==> src/rtl/prbs_gen_pkg.sv <==
package prbs_gen_pkg;

  localparam int MENU_MAX_LEN = 23;
  localparam int MODE_W       = 3;

  typedef enum logic [MODE_W-1:0] {
    MODE_GAL8 = 3'd0,
    MODE_F9   = 3'd1,
    MODE_F15  = 3'd2,
    MODE_F16  = 3'd3,
    MODE_F20  = 3'd4,
    MODE_F21  = 3'd5,
    MODE_F23  = 3'd6,
    MODE_RSV  = 3'd7
  } prbs_mode_e;

  localparam logic [MENU_MAX_LEN-1:0] GAL_TOGGLE = 23'h0000B8;

  function automatic int unsigned mode_len(logic [MODE_W-1:0] m);
    case (prbs_mode_e'(m))
      MODE_GAL8: return 8;
      MODE_F15:  return 15;
      MODE_F16:  return 16;
      MODE_F20:  return 20;
      MODE_F21:  return 21;
      MODE_F23:  return 23;
      default:   return 9;
    endcase
  endfunction

  function automatic logic [MENU_MAX_LEN-1:0] len_mask(logic [MODE_W-1:0] m);
    logic [MENU_MAX_LEN-1:0] v;
    for (int i = 0; i < MENU_MAX_LEN; i++) v[i] = (i < int'(mode_len(m)));
    return v;
  endfunction

  function automatic logic [MENU_MAX_LEN-1:0] top_stage(logic [MODE_W-1:0] m);
    logic [MENU_MAX_LEN-1:0] v;
    for (int i = 0; i < MENU_MAX_LEN; i++) v[i] = (i == int'(mode_len(m)) - 1);
    return v;
  endfunction

  function automatic logic [MENU_MAX_LEN-1:0] fib_taps(logic [MODE_W-1:0] m);
    case (prbs_mode_e'(m))
      MODE_F15:  return 23'h000003;
      MODE_F16:  return 23'h00002D;
      MODE_F20:  return 23'h000009;
      MODE_F21:  return 23'h000005;
      MODE_F23:  return 23'h000021;
      MODE_GAL8: return 23'h000000;
      default:   return 23'h000011;
    endcase
  endfunction

endpackage

==> src/rtl/prbs_seed_cond.sv <==
module prbs_seed_cond
  import prbs_gen_pkg::*;
#(
  parameter int STAGES = MENU_MAX_LEN
) (
  input  logic [STAGES-1:0] seed_i,
  input  logic [MODE_W-1:0] mode_i,
  output logic [STAGES-1:0] seed_o
);

  logic [STAGES-1:0] keep;
  logic [STAGES-1:0] masked;

  always_comb begin
    keep   = STAGES'(len_mask(mode_i));
    masked = seed_i & keep;
    // a zero seed would lock the register, substitute all ones
    seed_o = (masked == '0) ? keep : masked;
  end

endmodule

==> src/rtl/prbs_step.sv <==
module prbs_step
  import prbs_gen_pkg::*;
#(
  parameter int STAGES = MENU_MAX_LEN
) (
  input  logic [STAGES-1:0] state_i,
  input  logic [MODE_W-1:0] mode_i,
  output logic [STAGES-1:0] nxt_o
);

  logic [STAGES-1:0] shifted;
  logic [STAGES-1:0] taps;
  logic [STAGES-1:0] entry;
  logic              fb;

  for (genvar i = 0; i < STAGES; i++) begin : g_shift
    if (i == STAGES - 1) begin : g_top
      assign shifted[i] = 1'b0;
    end else begin : g_mid
      assign shifted[i] = state_i[i+1];
    end
  end

  always_comb begin
    taps  = STAGES'(fib_taps(mode_i));
    entry = STAGES'(top_stage(mode_i));
    fb    = ^(state_i & taps);
    if (prbs_mode_e'(mode_i) == MODE_GAL8) begin
      nxt_o = shifted ^ ({STAGES{state_i[0]}} & STAGES'(GAL_TOGGLE));
    end else begin
      nxt_o = shifted | (fb ? entry : '0);
    end
  end

endmodule

==> src/rtl/prbs_multi_gen.sv <==
module prbs_multi_gen
  import prbs_gen_pkg::*;
#(
  parameter int STAGES = MENU_MAX_LEN,
  parameter int NUM_W  = 9
) (
  input  logic              clk,
  input  logic              rst,
  input  logic              en_i,
  input  logic              load_i,
  input  logic [MODE_W-1:0] mode_i,
  input  logic [STAGES-1:0] seed_i,
  output logic              bit_o,
  output logic [NUM_W-1:0]  num_o,
  output logic              wrap_o
);

  localparam int BYTE_W = NUM_W - 1;

  logic [MODE_W-1:0] mode_q;
  logic [STAGES-1:0] state_q;
  logic [STAGES-1:0] seed_q;
  logic              wrap_q;
  logic [STAGES-1:0] seed_src;
  logic [STAGES-1:0] seed_ok;
  logic [STAGES-1:0] nxt;
  logic              ninth_on;

  assign seed_src = rst ? '0 : seed_i;

  prbs_seed_cond #(.STAGES(STAGES)) u_seed (
    .seed_i (seed_src),
    .mode_i (mode_i),
    .seed_o (seed_ok)
  );

  prbs_step #(.STAGES(STAGES)) u_step (
    .state_i (state_q),
    .mode_i  (mode_q),
    .nxt_o   (nxt)
  );

  always_ff @(posedge clk) begin
    if (rst || load_i) begin
      mode_q  <= mode_i;
      state_q <= seed_ok;
      seed_q  <= seed_ok;
      wrap_q  <= 1'b0;
    end else if (en_i) begin
      state_q <= nxt;
      wrap_q  <= (nxt == seed_q);
    end else begin
      wrap_q  <= 1'b0;
    end
  end

  assign ninth_on = (prbs_mode_e'(mode_q) == MODE_F9) || (prbs_mode_e'(mode_q) == MODE_RSV);

  assign bit_o              = state_q[0];
  assign num_o[BYTE_W-1:0]  = state_q[BYTE_W-1:0];
  assign num_o[BYTE_W]      = ninth_on & state_q[BYTE_W];
  assign wrap_o             = wrap_q;

endmodule

==> config.mk <==
export PLATFORM = sky130hd
export DESIGN_NAME = prbs_multi_gen
export DESIGN_NICKNAME = d
export VERILOG_FILES = /design/src/rtl/prbs_gen_pkg.sv /design/src/rtl/prbs_seed_cond.sv /design/src/rtl/prbs_step.sv /design/src/rtl/prbs_multi_gen.sv
export SDC_FILE = /design/constraint.sdc
export NUM_CORES = 1
export LEC_CHECK = 0
export CORE_MARGIN = 8
export CORE_UTILIZATION = 56
export DETAILED_ROUTE_END_ITERATION = 7
export PLACE_DENSITY = 0.8
export SLEW_MARGIN = 20
export SYNTH_ARGS = -nofsm -noshare
export SYNTH_HDL_FRONTEND = slang
export SYNTH_HIERARCHICAL = 1
export SYNTH_SLANG_ARGS = --single-unit
==> constraint.sdc <==
create_clock -name clk -period 3.1 [get_ports clk]
set_input_delay 0.465 -clock clk [delete_from_list [all_inputs] [get_ports clk]]
set_output_delay 0.465 -clock clk [all_outputs]
set_load 0.05 [all_outputs]
Word level (Yosys, flattened, before mapping)
Cells that the tools add are included.
Widths: inputs -> output; s select.
{"block": "word_totals", "elab_cells": 87, "regBits": 50, "inputBits": 30}
{"block": "op_classes", "n_bitwise": 6, "reduce_logical": 9, "n_lt_le_gt_ge": 23, "muxes": 9, "n_eq_ne": 35, "add_sub_neg": 1}
{"cell": "$mux 23", "count": 6}
{"cell": "$pmux 5 s6", "count": 2}
{"cell": "$eq 5x6->1 const A", "count": 8}
{"cell": "$eq 6x6->1 const A", "count": 7}
{"cell": "$lt 4x5->1 const A", "count": 8}
{"cell": "$pmux 6 s6", "count": 1}
{"cell": "$lt 5x5->1 const A", "count": 7}
{"cell": "$logic_not 32->1", "count": 1}
{"cell": "$eq 4x6->1 const A", "count": 4}
{"cell": "$and 23x23->23", "count": 1}
{"cell": "$and 23x6->23", "count": 1}
{"cell": "$eq 23x23->1", "count": 1}
{"cell": "$logic_not 23->1", "count": 1}
{"cell": "$or 22x23->23", "count": 1}
{"cell": "$reduce_xor 23->1", "count": 1}
{"cell": "$xor 22x8->22", "count": 1}
{"cell": "$eq 3x3->1 const B", "count": 7}
{"cell": "$lt 3x5->1 const A", "count": 4}
{"cell": "$eq 3x2->1 const B", "count": 4}
{"cell": "$eq 3x6->1 const A", "count": 2}
{"cell": "$lt 1x5->1 const A", "count": 2}
{"cell": "$lt 2x5->1 const A", "count": 2}
{"cell": "$eq 2x6->1 const A", "count": 1}
{"cell": "$logic_not 3->1", "count": 2}
{"cell": "other kinds (7)", "count": 8}

Logic depth before layout (Yosys ltp)
Gate-level depths: netlist of the first run.
{"block": "depth", "word_depth": 9, "mapped_depth": 12, "mapped_depth_nobuf": 11}

By module
The synthesis of the first run kept the hierarchy.
{"mod": "prbs_multi_gen", "instances": 1, "seq_area_each_um2": 1491.4, "area_each_um2": 2303.5, "cells_each": 145}
{"mod": "prbs_step", "instances": 1, "seq_area_each_um2": 0.0, "area_each_um2": 508.0, "cells_each": 76}
{"mod": "prbs_seed_cond", "instances": 1, "seq_area_each_um2": 0.0, "area_each_um2": 470.5, "cells_each": 76}

Least setup slack after synthesis of the first run
Ideal clock, no wire load.
{"block": "synth_path", "path_type": "reg2reg", "start": "register mode_q[0]", "end": "register wrap_q (netlist: wrap_o)", "path_stages_with_launch": 13, "slack_ns": 0.411, "t_required_ns": 3.027, "path_buffers": 1, "arrival_ns": 2.616, "synth_period_minus_slack_ns": 2.689, "cell_sequence": "edfxtp_1 buf_6 a21boi_0 nor2_1 ha_1 nor2b_1 and2_0 or4b_1 nand3b_1 xor2_1 nor4_1 nand4_1 nor3_2"}
{"block": "synth_via", "elab_chain_len": 8, "elab_cells_between_ends": 38}
{"element": "start, declared", "line_no": "prbs_multi_gen.sv:20", "rtl": "logic [MODE_W-1:0] mode_q;"}
{"element": "start signal, assigned", "line_no": "prbs_multi_gen.sv:45", "rtl": "mode_q <= mode_i;"}
{"element": "$eq 3x3->1, or another cell as far along", "line_no": "prbs_gen_pkg.sv:20, prbs_gen_pkg.sv:44"}
{"element": "$pmux 5 s6 / $pmux 6 s6 (equally long branches)", "line_no": "prbs_gen_pkg.sv:20, prbs_gen_pkg.sv:44"}
{"element": "$sub 5x1->6 / $and 23x6->23 (equally long branches)", "line_no": "prbs_gen_pkg.sv:39, prbs_step.sv:27"}
{"element": "$eq 4x6->1 / $reduce_xor 23->1 (equally long branches)", "line_no": "prbs_gen_pkg.sv:39, prbs_step.sv:27"}
{"element": "$mux 23", "line_no": "prbs_step.sv:31", "rtl": "nxt_o = shifted | (fb ? entry : '0);"}
{"element": "$or 22x23->23", "line_no": "prbs_step.sv:31"}
{"element": "$mux 23 (*)", "line_no": "prbs_step.sv:28", "rtl": "if (prbs_mode_e'(mode_i) == MODE_GAL8) begin"}
{"element": "net nxt[6]", "line_no": "prbs_multi_gen.sv:26", "rtl": "logic [STAGES-1:0] nxt;"}
{"element": "$eq 23x23->1 (*)", "line_no": "prbs_multi_gen.sv:51", "rtl": "wrap_q <= (nxt == seed_q);"}
{"element": "end signal, assigned", "line_no": "prbs_multi_gen.sv:51"}
{"element": "end, declared", "line_no": "prbs_multi_gen.sv:23", "rtl": "logic wrap_q;"}
Mark *: on every way through the listed nets, which the timed path passes. The rest lies on a longest branch.
A chain may end at the register's enable or synchronous reset.

Worst setup path after layout of the first run
{"block": "layout_path", "start": "register mode_q[2]", "end": "register wrap_q (netlist: wrap_o)"}
The elaborated chain is that of the path after synthesis.

==> results of run 1 <==
state kept, by name, summed over array words and instances, names as in the netlist:
register / count
seed_q: 23
mode_q: 3
wrap_o: 1
state_q: 23
layout by cell type, fill, tap and decap left out, types with 8 or more instances in the layout:
master and instances:
buf_4 16, edfxtp_1 49, xor2_1 22, o21ai_0 11, o21ai_1 8, nor2b_1 23
o21bai_1 8, nand2_1 15, clkdlybuf4s50_1 40, mux2_2 23, nor2_1 8
cells in the mapped netlist (4+ instances only):
library cell  count
edfxtp_1         49
mux2_2           23
nor2b_1          23
xor2_1           22
clkbuf_1         16
nand2_1          15
o21ai_0          11
buf_4             8
nor2_1            8
o21ai_1           8
o21bai_1          8
nor4_1            7
buf_2             6
xnor2_1           6
buf_6             5
nand4_1           5
a21oi_1           4
and2_1            4
inv_1             4
power by group through the flow:
| stage | sequential, mW | clock, mW | combinational (mW) |
|---|---|---|---|
| finish | 0.867 | 0.403 | 0.479 |
| detailed placement | 0.884 | 0 | 0.464 |
| global route | 0.874 | 0.429 | 0.516 |
| global placement | 0.880 | 0 | 0.455 |
| CTS | 0.868 | 0.403 | 0.467 |
| floorplan | 0.867 | 0 | 0.349 |
final cells by class:
cell class	instances	share of cell area, %
timing repair buffer	58	14.5
sequential	50	39.0
tap	75	2.45
multi-input combinational	207	41.1
inverter	5	0.491
clock inverter	3	0.752
clock buffer	5	1.80
worst max-delay path, delay by kind of cell (launching register included):
| family | cells | cell delay, ns |
|---|---|---|
| xor gates and xnor gates | 1 | 0.11 |
| and+or+nand+nor | 9 | 2.03 |
| adders and majority gates | 1 | 0.28 |
| DFF | 1 | 0.51 |
logic make-up (layout without fill, tap and decap cells):
logic type      Yosys count  count (layout)
mux                      24              24
fa+ha+maj                 1               1
simple gates             96              96
flops                    50              50
compound gates           58              58
xor+xnor                 28              28
buf+inv                  40              71
how the worst max path moves through the flow:
stage                     startpoint  slack, ns  depth (start not counted)         end
after floorplan            mode_q[0]       0.41                         12      wrap_o
after global placement           rst       0.05                          7  state_q[7]
after detailed placement         rst       0.01                          7  state_q[7]
after CTS                  mode_q[2]       0.07                         11      wrap_o
after global routing       mode_q[2]      -0.02                         11      wrap_o
final                      mode_q[2]       0.10                         11      wrap_o
timing repair:
action | in CTS | in global routing
hold endpoints to repair | 0 | 0
resized for setup | 0 | 2
setup endpoints to repair | 0 | 1
buffers inserted | 0 | 4
per-stage QoR:
| stage | hold WS, ns | setup TNS (ns) |
|---|---|---|
| global route | 0.617 | -0.0193 |
| CTS | 0.597 | 0 |
| global placement | 0.571 | 0 |
| finish | 0.590 | 0 |
| detailed placement | 0.584 | 0 |
| floorplan | 0.537 | 0 |
per-layer routing:
metal | global-route usage (%) | up-vias | part of all wire [%]
met5 | 0 | - | 0
met4 | 4.56 | 0 | 0.76
met3 | 3.40 | 7 | 6.2
met2 | 26.5 | 104 | 46
met1 | 22.4 | 1110 | 47
li1 | - | 1137 | -
==> flow_metrics.tcl, run 1 <==
set metrics [dict create \
    synth_compound_area_share_pct 13.0 \
    period_share_pct 96.7 \
    yosys.area.top_type "edfxtp_1" \
    setup_slack_ns 0.103 \
    maxCapViolCount 0 \
    fin_crit_ns 3.00 \
    routed-via-count 2358 \
    fin_worst_skew_ns 0.00911 \
    worstPathArrival_ns 3.24 \
    drt_first_pass_iters 5 \
    fin_cells 403 \
    status "finished clean" \
    drc 0 \
    die_w_um 92.6 \
    hold_depth 3 \
    grt_max_degree 27 \
    n_antenna_cell 0 \
    clock_latency_ns 0.31 \
    tightest_slew_ns 0.559 \
    path_max_fanout 6 \
    numClockSinks 50 \
    cts_tree "done" \
    maxSlewHeadroom_pct 62.7 \
    switching_share_pct 31.6 \
    fmax_mhz 334 \
    power_mw 1.75 \
    dp_hpwl_mm 5.39 \
    synth_top_family_by_area "simple AND/OR/NAND/NOR gates" \
    setup_violations 0 \
    gp_congestion 0.939 \
    io_buffers 40 \
    area_growth_pct 16.5 \
    critPathLaunchType "register" \
    grt.overflow.total 0 \
    dp_cells 391 \
    clockPowerShare_pct 23.0 \
    htree_levels 2 \
    syn_nets 328 \
    end_kind "register" \
    grt_first_pass_wirelength_mm 11.4 \
    r2r_cells 11 \
    holdBufCountCts 0 \
    hold_violations 0 \
    cts.clk_slew.worst_paths_ns 0.10 \
    synth-async-reset-ratio_pct 0 \
    critPathRequiredTime_ns 3.34 \
    utilization_pct 66.2 \
    synth-xor-area-share_pct 7.47 \
    n_fill_cell 477 \
    pwr-share-comb_pct 27.4 \
    synth_top_area_share_pct 44.8 \
    wl_per_cell_um 17.6 \
    grtUsageTotal_pct 16.6 \
    ant_nets 0 \
    cts-root-buf "clkbuf_8" \
    power.leakage_nw 1.47 \
    seq_area_sq_mm 0.00149 \
    placed_area_sq_mm 0.00369 \
    synth_warnings 6 \
    multi_input_area_sq_mm 0.00157 \
    seqPwrFrac_pct 49.6 \
    grt_pass1_vias 2357 \
    cts_made_buffers 5 \
    rr_endpoint "wrap_o" \
    synth_seq_cells 50 \
    drt_iter0_drc 250 \
    p_switching_mw 0.553 \
    drive_above_1_share_pct 21.0 \
    critPathKind "reg2reg" \
    worstPathCellList "and3b_2 -> nor2_1 -> ha_1 -> nor2b_1 -> and2_0 -> or4b_1 -> nand3b_1 -> xor2_1 -> nor4_1 -> nand4_1 -> nor3_2" \
    die_h_um 92.6 \
    design.die.area_sq_mm 0.00857 \
    crit_slowest_cell "edfxtp_1" \
    clockBufferDepth 2 \
    maxSlewViolCount 0 \
    min_path_type "reg2reg" \
    worstHoldStart "seed_q[14]" \
    antenna_found_initial 0 \
    drt-total-wl_mm 7.10 \
    syn_area_sq_mm 0.00328 \
    post-place-ws_ns 0.0110 \
    synthMuxAreaShare_pct 8.20 \
    synth_adder_area_share_pct 0.381 \
    avgSynthCellArea_sq_um 11.1 \
    start_util_pct 56.8 \
    synth_simple_gate_area_share_pct 18.6 \
    r2r_slack_ns 0.10 \
    io_pins 41 \
    ys_seq_area_share_pct 45.4 \
    nets 358 \
    peakVddDrop_v 0.000201 \
    fp-row-count 28 \
    max_stage_delay_ns 0.51 \
    powerDensity_mw_per_mm2 458 \
    synth_flop_cell "edfxtp_1" \
    synth_edf_count 49 \
    rr_startpoint "mode_q[2]" \
    worstHoldEndpoint "wrap_o" \
    netlist_instances 297 \
    ys_types 61 \
    p_int_mw 1.20 \
    viasPerCell 5.85 \
    synth_area_leaders "edfxtp_1 (45%), mux2_2 (7.9%), xor2_1 (5.9%), nor2b_1 (4.4%), buf_4 (1.8%)" \
    finalInstanceArea_sq_mm 0.00382 \
    core_area_sq_mm 0.00578 \
]
(Power assumes the default switching activity.)
==> run 2, diff against run 1 <==
--- a/config.mk
+++ b/config.mk
@@ -6,9 +6,10 @@
 export NUM_CORES = 1
 export LEC_CHECK = 0
 export CORE_MARGIN = 8
-export CORE_UTILIZATION = 56
+export CORE_UTILIZATION = 45
+export CTS_BUF_LIST = sky130_fd_sc_hd__clkbuf_16
 export DETAILED_ROUTE_END_ITERATION = 7
-export PLACE_DENSITY = 0.8
+export PLACE_DENSITY = 0.67
 export SLEW_MARGIN = 20
 export SYNTH_ARGS = -nofsm -noshare
 export SYNTH_HDL_FRONTEND = slang
==> run 2 against run 1 <==
Setup slack improved by 0.097 ns. Routed wire length rose by 0.31%. Largest cell class unchanged. Sequential share of layout area down 0.62 points. Critical endpoint unchanged. Combinational power about the same. Cell count grew 6.2%. Hold slack got worse by 0.0012 ns. Global-route usage decreased by 2.3 points. Non-clock buffer count is 1 higher.
==> flow_metrics.tcl, run 2 (same netlist as run 1, synthesis figures left out) <==
set metrics [dict create \
    post-cts-setup-buffers 0 \
    power.leakage_nw 1.49 \
    r2r_slack_ns 0.20 \
    setup_violations 0 \
    clockBufferDepth 2 \
    io_buffers 40 \
    critPathRequiredTime_ns 3.32 \
    start_util_pct 45.7 \
    n_antenna_cell 0 \
    grt_max_degree 26 \
    rr_startpoint "mode_q[2]" \
    final_cell_mix "edfxtp_1 (49), clkdlybuf4s50_1 (40), mux2_2 (23), nor2b_1 (23), xor2_1 (22)" \
    drt-total-wl_mm 7.13 \
    worstHoldStart "seed_q[15]" \
    fmax_mhz 345 \
    fin_worst_skew_ns 0.00319 \
    period_share_pct 93.5 \
    grt_first_pass_wirelength_mm 11.5 \
    seqPwrFrac_pct 46.8 \
    path_max_fanout 7 \
    timing.setup.tns_ns 0 \
    maxCapViolCount 0 \
    powerDensity_mw_per_mm2 476 \
    drive_above_1_share_pct 20.7 \
    p_int_mw 1.32 \
    status "finished clean" \
    mostFrequentLayoutCell "edfxtp_1" \
    drt_first_pass_iters 4 \
    r2r_cells 11 \
    worstHoldEndpoint "wrap_o" \
    fin_crit_ns 2.90 \
    cts-root-buf "clkbuf_16" \
    min_path_type "reg2reg" \
    maxSlewHeadroom_pct 60.3 \
    clockPowerShare_pct 27.5 \
    pwr-share-comb_pct 25.8 \
    critPathLaunchType "register" \
    worstPathArrival_ns 3.12 \
    drt_iter0_drc 151 \
    cts.clk_slew.worst_paths_ns 0.06 \
    maxSlewViolCount 0 \
    antenna_found_initial 0 \
    routed-via-count 2286 \
    fp-row-count 31 \
    utilization_pct 54.2 \
    hold_depth 3 \
    ant_nets 0 \
    cts_made_buffers 5 \
    nets 359 \
    dp_hpwl_mm 5.61 \
    area_growth_pct 18.4 \
    tightest_slew_ns 0.595 \
    die_w_um 101 \
    reg_top3 "seed_q x23, state_q x23, mode_q x3" \
    io_pins 41 \
    clock_latency_ns 0.28 \
    grt.overflow.total 0 \
    cts-resized-gates 0 \
    wl_per_cell_um 16.6 \
    holdBufCountCts 0 \
    core_area_sq_mm 0.00718 \
    design.die.area_sq_mm 0.0103 \
    grt_pass1_vias 2256 \
    critPathKind "reg2reg" \
    peakVddDrop_v 0.000249 \
    n_fill_cell 620 \
    htree_levels 2 \
    hold_violations 0 \
    drc 0 \
    whs_ns 0.588 \
    numClockSinks 50 \
    rr_endpoint "wrap_o" \
    gp_congestion 0.851 \
    switching_share_pct 28.6 \
    die_h_um 101 \
    end_kind "register" \
    grtUsageTotal_pct 14.4 \
    cts_tree "done" \
    rsz0062_at_grt "no" \
    viasPerCell 5.34 \
    p_switching_mw 0.529 \
]
[run 2: area by class of cell]
| cell class | instances | area (sq um) | area share, % |
|---|---|---|---|
| clock buffers | 5 | 125 | 3.22 |
| clock inverters | 3 | 12.5 | 0.322 |
| inverters | 5 | 18.8 | 0.483 |
| multi-input cells | 207 | 1570 | 40.4 |
| flip-flops and latches | 50 | 1490 | 38.4 |
| well taps | 99 | 124 | 3.19 |
| repair buffers | 59 | 543 | 14.0 |
[run 2: metrics by stage]
step           worst slack [ns]  std cells  total power, mW  cell area, sq um
6_report                  0.200        428             1.85              3890
4_1_cts                   0.124        428             1.86              3880
5_1_grt                  0.0174        428             1.93              3890
3_5_place_dp             0.0322        420             1.35              3740
2_1_floorplan             0.411        297             1.22              3280
3_3_place_gp             0.0872        420             1.35              3740
[run 2: worst max-delay path, stage by stage (launching register included)]
cell	delay, ns
edfxtp_1	0.47
and3b_1	0.33
nor2_1	0.08
ha_1	0.30
nor2b_1	0.15
and2_0	0.19
or4b_1	0.44
nand3b_1	0.17
xor2_1	0.11
nor4_2	0.30
nand4_1	0.17
nor3_2	0.12
[run 2: how the worst max path moves through the flow]
| stage | cells after the start | endpoint | slack (ns) | from |
|---|---|---|---|---|
| floorplan | 12 | wrap_o | 0.41 | mode_q[0] |
| global placement | 7 | state_q[0] | 0.09 | rst |
| detailed placement | 7 | state_q[0] | 0.03 | rst |
| CTS | 11 | wrap_o | 0.12 | mode_q[2] |
| global route | 11 | wrap_o | 0.02 | mode_q[2] |
| finish | 11 | wrap_o | 0.20 | mode_q[2] |
[run 2: power by group through the flow]
stage	combinational [mW]	sequential [mW]	clock [mW]
6_report	0.477	0.865	0.508
5_1_grt	0.513	0.874	0.547
4_1_cts	0.476	0.865	0.521
3_5_place_dp	0.474	0.880	0
3_3_place_gp	0.470	0.878	0
2_1_floorplan	0.349	0.867	0
[run 2: routing by layer]
layer	up-vias	routed length, um	global-route usage, %
met5	-	0	0
met4	0	95	5.27
met3	7	290	2.54
met2	62	3220	22.4
met1	1080	3520	19.4
li1	1137	-	-
==> run 3, diff against run 2 <==
--- a/config.mk
+++ b/config.mk
@@ -10,7 +10,6 @@
 export CTS_BUF_LIST = sky130_fd_sc_hd__clkbuf_16
 export DETAILED_ROUTE_END_ITERATION = 7
 export PLACE_DENSITY = 0.67
-export SLEW_MARGIN = 20
 export SYNTH_ARGS = -nofsm -noshare
 export SYNTH_HDL_FRONTEND = slang
 export SYNTH_HIERARCHICAL = 1
==> results of run 3 <==
Same layout as run 2: the final DEF is identical, and so are final timing and power.
